File: config.mk
export PLATFORM = sky130hd
export DESIGN_NAME = usb_ep_hs_ctrl
export DESIGN_NICKNAME = d
export VERILOG_FILES = /design/src/rtl/usb_ephs_pkg.sv /design/src/rtl/ep_resp_decide.sv /design/src/rtl/ep_stat_regs.sv /design/src/rtl/ep_xfer_track.sv /design/src/rtl/usb_ep_hs_ctrl.sv
export SDC_FILE = /design/constraint.sdc
export NUM_CORES = 1
export LEC_CHECK = 0
export ABC_AREA = 0
export BUFFER_PORTS_ARGS = -buffer_cell sky130_fd_sc_hd__buf_4
export CAP_MARGIN = 20
export CELL_PAD_IN_SITES_DETAIL_PLACEMENT = 1
export CELL_PAD_IN_SITES_GLOBAL_PLACEMENT = 2
export CORE_MARGIN = 2
export CORE_UTILIZATION = 28
export DETAILED_ROUTE_END_ITERATION = 8
export PLACE_DENSITY_LB_ADDON = 0.05
export RECOVER_POWER = 25
export SYNTH_ARGS = -nofsm -noshare
export SYNTH_HDL_FRONTEND = slang
export SYNTH_HIERARCHICAL = 1
export SYNTH_SLANG_ARGS = --single-unit
File: constraint.sdc
create_clock -name clk -period 4.18 [get_ports clk]
set_input_delay 0.418 -clock clk [delete_from_list [all_inputs] [get_ports clk]]
set_output_delay 0.418 -clock clk [all_outputs]
set_load 0.005 [all_outputs]
File: src/rtl/usb_ephs_pkg.sv
package usb_ephs_pkg;
   // status codes, also reused as response codes
   localparam logic [1:0] ST_OFF   = 2'b00;
   localparam logic [1:0] ST_STALL = 2'b01;
   localparam logic [1:0] ST_NAK   = 2'b10;
   localparam logic [1:0] ST_VALID = 2'b11;
   // upper PID bits
   localparam logic [1:0] PID_OUT   = 2'b00;
   localparam logic [1:0] PID_IN    = 2'b10;
   localparam logic [1:0] PID_SETUP = 2'b11;
   // software write word layout
   localparam int WORD_W = 7;
   localparam int W_CTR  = 6;
   localparam int W_TX   = 4;
   localparam int W_RX   = 2;
   localparam int W_CTL  = 1;
   localparam int W_ISO  = 0;
endpackage

File: src/rtl/ep_resp_decide.sv
module ep_resp_decide
   import usb_ephs_pkg::*;
#(
   parameter int STAT_W = 2,
   parameter int PID_W  = 2
) (
   input  logic [PID_W-1:0]  pid,
   input  logic [STAT_W-1:0] tx,
   input  logic [STAT_W-1:0] rx,
   input  logic              ctl,
   output logic [STAT_W-1:0] resp
);
   if (STAT_W != 2) begin : g_bad_stat
      initial $error("ep_resp_decide: STAT_W must be 2");
   end
   if (PID_W != 2) begin : g_bad_pid
      initial $error("ep_resp_decide: PID_W must be 2");
   end

   always_comb begin
      resp = ST_OFF;
      case (pid)
         PID_IN:    resp = tx;
         PID_OUT:   resp = rx;
         PID_SETUP: if (ctl && (rx == ST_STALL || rx == ST_VALID)) resp = ST_VALID;
         default:   resp = ST_OFF;
      endcase
   end
endmodule

File: src/rtl/ep_stat_regs.sv
module ep_stat_regs
   import usb_ephs_pkg::*;
#(
   parameter int              STAT_W = 2,
   parameter logic [STAT_W-1:0] RST_TX = '0,
   parameter logic [STAT_W-1:0] RST_RX = '0,
   parameter bit              ISO_EN = 1'b1
) (
   input  logic              clk,
   input  logic              rst_n,
   input  logic              sw_we,
   input  logic [STAT_W-1:0] sw_tx,
   input  logic [STAT_W-1:0] sw_rx,
   input  logic              sw_ctl,
   input  logic              sw_iso,
   input  logic              hw_nak,
   output logic [STAT_W-1:0] tx_q,
   output logic [STAT_W-1:0] rx_q,
   output logic              ctl_q,
   output logic              iso_q
);
   always_ff @(posedge clk) begin
      if (!rst_n) begin
         tx_q  <= RST_TX;
         rx_q  <= RST_RX;
         ctl_q <= 1'b0;
      end else begin
         if (hw_nak && !iso_q) tx_q <= ST_NAK;
         else if (sw_we)       tx_q <= sw_tx;
         if (sw_we) begin
            rx_q  <= sw_rx;
            ctl_q <= sw_ctl;
         end
      end
   end

   if (ISO_EN) begin : g_iso
      always_ff @(posedge clk) begin
         if (!rst_n)     iso_q <= 1'b0;
         else if (sw_we) iso_q <= sw_iso;
      end
   end else begin : g_no_iso
      assign iso_q = 1'b0;
   end


   iso_frozen_chk: assert property (@(posedge clk) disable iff (!rst_n)
      (iso_q && !sw_we) |=> ($stable(tx_q) && $stable(rx_q)));

   hw_nak_chk: assert property (@(posedge clk) disable iff (!rst_n)
      (hw_nak && !iso_q) |=> (tx_q == ST_NAK));
endmodule

File: src/rtl/ep_xfer_track.sv
module ep_xfer_track
   import usb_ephs_pkg::*;
#(
   parameter int STAT_W = 2,
   parameter int PID_W  = 2
) (
   input  logic              clk,
   input  logic              rst_n,
   input  logic              tok_vld,
   input  logic [PID_W-1:0]  tok_pid,
   input  logic [STAT_W-1:0] resp_d,
   input  logic              xfer_ok,
   input  logic              ctr_clr,
   output logic              resp_vld_q,
   output logic [STAT_W-1:0] resp_q,
   output logic              ctr_q,
   output logic [PID_W-1:0]  pid_q,
   output logic              nak_req
);
   logic             pend_q;
   logic [PID_W-1:0] kind_q;
   logic             accepted;
   logic             done;

   assign accepted = tok_vld && (resp_d != ST_OFF);
   assign done     = xfer_ok && pend_q;
   assign nak_req  = done && (kind_q == PID_IN || kind_q == PID_SETUP);

   always_ff @(posedge clk) begin
      if (!rst_n) begin
         resp_vld_q <= 1'b0;
         resp_q     <= ST_OFF;
         ctr_q      <= 1'b0;
         pid_q      <= '0;
         pend_q     <= 1'b0;
         kind_q     <= '0;
      end else begin
         resp_vld_q <= tok_vld;
         resp_q     <= tok_vld ? resp_d : ST_OFF;
         if (accepted && !ctr_q) pid_q <= tok_pid;
         if (tok_vld) begin
            pend_q <= (resp_d == ST_VALID);
            kind_q <= tok_pid;
         end else if (xfer_ok) begin
            pend_q <= 1'b0;
         end
         if (done)         ctr_q <= 1'b1;
         else if (ctr_clr) ctr_q <= 1'b0;
      end
   end


   pid_freeze_chk: assert property (@(posedge clk) disable iff (!rst_n)
      ctr_q |=> $stable(pid_q));

   ctr_hold_chk: assert property (@(posedge clk) disable iff (!rst_n)
      (ctr_q && !ctr_clr) |=> ctr_q);

   stray_ok_chk: assert property (@(posedge clk) disable iff (!rst_n)
      (xfer_ok && !pend_q && !ctr_q) |=> !ctr_q);

   ign_tok_chk: assert property (@(posedge clk) disable iff (!rst_n)
      (tok_vld && resp_d == ST_OFF && !done && !ctr_clr)
         |=> ($stable(pid_q) && $stable(ctr_q) && !pend_q));
endmodule

File: src/rtl/usb_ep_hs_ctrl.sv
module usb_ep_hs_ctrl
   import usb_ephs_pkg::*;
#(
   parameter int STAT_W = 2,
   parameter int PID_W  = 2,
   parameter bit ISO_EN = 1'b1
) (
   input  logic              clk,
   input  logic              rst_n,
   input  logic              tok_vld,
   input  logic [PID_W-1:0]  tok_pid,
   input  logic              xfer_ok,
   input  logic              sw_we,
   input  logic [6:0]        sw_wdata,
   output logic              resp_vld,
   output logic [STAT_W-1:0] resp,
   output logic              ctr_flag,
   output logic [PID_W-1:0]  pid_rcv,
   output logic [STAT_W-1:0] tx_stat,
   output logic [STAT_W-1:0] rx_stat,
   output logic              ctl_ep,
   output logic              iso_ep
);
   logic [STAT_W-1:0] resp_d;
   logic              nak_req;
   logic              ctr_clr;

   assign ctr_clr = sw_we && !sw_wdata[W_CTR];

   ep_resp_decide #(.STAT_W(STAT_W), .PID_W(PID_W)) i_decide (
      .pid(tok_pid), .tx(tx_stat), .rx(rx_stat), .ctl(ctl_ep), .resp(resp_d));

   ep_stat_regs #(.STAT_W(STAT_W), .ISO_EN(ISO_EN)) i_stat (
      .clk(clk), .rst_n(rst_n), .sw_we(sw_we),
      .sw_tx(sw_wdata[W_TX +: 2]), .sw_rx(sw_wdata[W_RX +: 2]),
      .sw_ctl(sw_wdata[W_CTL]), .sw_iso(sw_wdata[W_ISO]),
      .hw_nak(nak_req),
      .tx_q(tx_stat), .rx_q(rx_stat), .ctl_q(ctl_ep), .iso_q(iso_ep));

   ep_xfer_track #(.STAT_W(STAT_W), .PID_W(PID_W)) i_track (
      .clk(clk), .rst_n(rst_n), .tok_vld(tok_vld), .tok_pid(tok_pid),
      .resp_d(resp_d), .xfer_ok(xfer_ok), .ctr_clr(ctr_clr),
      .resp_vld_q(resp_vld), .resp_q(resp), .ctr_q(ctr_flag),
      .pid_q(pid_rcv), .nak_req(nak_req));


   setup_nak_chk: assert property (@(posedge clk) disable iff (!rst_n)
      (tok_vld && tok_pid == PID_SETUP && ctl_ep && rx_stat == ST_NAK)
         |=> (resp_vld && resp == ST_OFF));

   resp_idle_chk: assert property (@(posedge clk) disable iff (!rst_n)
      !tok_vld |=> (!resp_vld && resp == ST_OFF));
endmodule

==> impl_metrics.env <==
export IMPL_status="completed"
export IMPL_port_buffers=25
export IMPL_p_sw_uw=58.28
export IMPL_ctsHoldBuffers=0
export IMPL_drc=0
export IMPL_coreArea_um2=2002
export IMPL_period_needed_ns=1.498
export IMPL_rows=16
export IMPL_numCtsBuffers=3
export IMPL_cp_arrival_ns=1.71
export IMPL_initial_core_util_pct=30.50
export IMPL_wl_per_cell_um=12.13
export IMPL_via_per_inst=4.505
export IMPL_ys_seq_elements=14
export IMPL_yosysSeqAreaShare_pct=45.90
export IMPL_wl_mm=1.346
export IMPL_dp_slack_ns=2.490
export IMPL_grt_max_degree=13
export IMPL_clock_latency_ns=0.27
export IMPL_combPwrFrac_pct=14.9
export IMPL_tritoncts="yes"
export IMPL_syn_area_per_cell_um2=10.35
export IMPL_drt_iter0_markers=6
export IMPL_switching_share_pct=23.01
export IMPL_cts_htree_levels=1
export IMPL_synthesis_area_um2=610.6
export IMPL_cp_end_kind="register"
export IMPL_clockPowerShare_pct=28.9
export IMPL_p_per_area_nw_per_um2=307.7
export IMPL_postCtsSetupRepairBufs=0
export IMPL_top_layer_used="met4"
export IMPL_cts_repair_resized=0
export IMPL_clock_skew_final_ns=0.001593
export IMPL_syn_inst=59
export IMPL_period_share_pct=35.85
export IMPL_route_met2_wl_um=655
export IMPL_root_buffer="clkbuf_4"
export IMPL_synth_distinct_cells=23
export IMPL_clk_pin_slew_ns=0.08
export IMPL_drive_above_1_share_pct=39.29
export IMPL_die_h_um=50.70
export IMPL_final_common_cell="buf_4"
export IMPL_vdd_drop_max_v=0.0001611
export IMPL_met3_length_um=113
export IMPL_fmax_ghz=0.6674
export IMPL_final_cell_mix="buf_4 (24), dfxtp_1 (14), mux2i_1 (8)"
export IMPL_drtPass1Iterations=4
export IMPL_die_area_um2=2570
export IMPL_tns_ns=0
export IMPL_p_leak_nw=0.3732
export IMPL_syn2layout_area_growth_pct=34.84
export IMPL_seqPwrFrac_pct=56.2
export IMPL_crit_path_max_fanout=4
export IMPL_seq_area_um2=280.3
export IMPL_internal_power_uw=195.0
export IMPL_num_vias=500
export IMPL_multiInputGateArea_um2=299.0
export IMPL_diodes=0
export IMPL_num_io_pins=26
export IMPL_met1Wirelength_um=564
export IMPL_gr_total_overflow=0
export IMPL_grt_pass1_wl_mm=2.187
export IMPL_antenna_found_initial=0
export IMPL_hp_class="in -> reg"
export IMPL_n_fill_cell=249
export IMPL_fin_ws_ns=2.682
export IMPL_ant_nets=0
export IMPL_max_slew_margin_rel_pct=69.13
export IMPL_cp_start_kind="register"
export IMPL_finalHoldViolCount=0
export IMPL_maxCapViolations=0
export IMPL_clock_sinks=14
export IMPL_gp_congestion=0.7244
export IMPL_worstPathRequired_ns=4.39
export IMPL_nets=100
export IMPL_dieWidth_um=50.70
export IMPL_rrSetupSlack_ns=2.68
export IMPL_setup_viol=0
export IMPL_grt_usage_pct=12.05
export IMPL_cts_buffer_depth=2
export IMPL_worst_pin_slew_ns=0.4630
export IMPL_crit_type="reg -> reg"
export IMPL_grt_pass1_vias=487
export IMPL_ys_warn_count=6
export IMPL_rsz0062_at_grt="no"
export IMPL_syn_nets=73
export IMPL_slew_violations=0
-- path summary, 6_finish.rpt --
check	from	to	cells past startpoint
hold / removal	sw_wdata[3]	i_stat/rx_q[1]	3
setup reg to reg	i_stat/rx_q[0]	i_track/pid_q[1]	5
setup / recovery	i_stat/rx_q[0]	i_track/pid_q[1]	5
hold reg to reg	i_track/pid_q[0]	i_track/pid_q[0]	2
-- final cells by class --
class | instances | share of cell area (%)
multi-input cells | 41 | 36.32
flip-flops and latches | 14 | 34.04
repair buffers | 25 | 22.34
well taps | 27 | 4.103
clock buffers | 3 | 2.736
inverters | 1 | 0.4559
-- routing by layer --
| layer | vias up | track usage [%] |
|---|---|---|
| li1 | 254 | - |
| met1 | 224 | 12.48 |
| met2 | 20 | 20.39 |
| met3 | 2 | 6.845 |
| met4 | 0 | 4.054 |
| met5 | - | 0 |
-- cell families (layout without fill, tap and decap cells) --
group,Yosys count,in the layout,synth area share (%)
multiplexers,9,9,15.57
AO/OA/AOI/OAI,5,5,5.943
flip-flops,14,14,45.90
buffers and inverters,4,29,5.121
AND/OR/NAND/NOR,27,27,27.46
-- worst max-delay path, stage by stage (launching register included) --
cell	delay, ns
dfxtp_1	0.38
or3b_1	0.36
o211ai_1	0.15
nor2_1	0.12
nor3b_4	0.23
mux2i_1	0.20
-- stage by stage --
step | utilization (%) | hold WS, ns | power [mW] | instance area [um2] | cells
after floorplan | - | 0.4449 | 0.1645 | 610.6 | 59
after global placement | 40.19 | 0.4488 | 0.1844 | 804.5 | 108
after detailed placement | 40.19 | 0.4582 | 0.1847 | 804.5 | 108
after CTS | 41.31 | 0.3613 | 0.2623 | 827.0 | 111
after global routing | 41.13 | 0.3789 | 0.2722 | 823.3 | 111
final | 41.13 | 0.3780 | 0.2533 | 823.3 | 111
-- cell usage after synthesis (all sizes together) --
master  count  area share, %
nor2b       4            5.3
nor2        5            3.1
dfxtp      14             46
a21boi      1            1.2
buf         3            4.5
and2        1            1.2
nor3b       2            4.3
and3        3            3.5
nand2       7            4.3
nor3        1           0.82
a31oi       1            1.0
mux2        1            2.5
mux2i       8             13
o21a        1            1.2
nand2b      1            1.0
nand4       1            1.0
or3b        2            2.9
inv         1           0.61
o211ai      2            2.5
-- registers in the layout (all words and copies together), names as in the netlist --
signal and flops:
i_track/pend_q 1, i_stat/tx_q 2, i_stat/iso_q 1, i_track/kind_q 1
i_track/resp_q 2, i_track/ctr_q 1, i_stat/ctl_q 1, i_stat/rx_q 2
i_track/pid_q 2, i_track/resp_vld_q 1
-- power by group through the flow --
stage	clock, mW	combinational [mW]	sequential [mW]
after floorplan	0	0.0190	0.146
after global placement	0	0.0386	0.146
after detailed placement	0	0.0389	0.146
after CTS	0.0806	0.0391	0.143
after global routing	0.0867	0.0421	0.143
final	0.0731	0.0377	0.142
(Power assumes the default switching activity.)
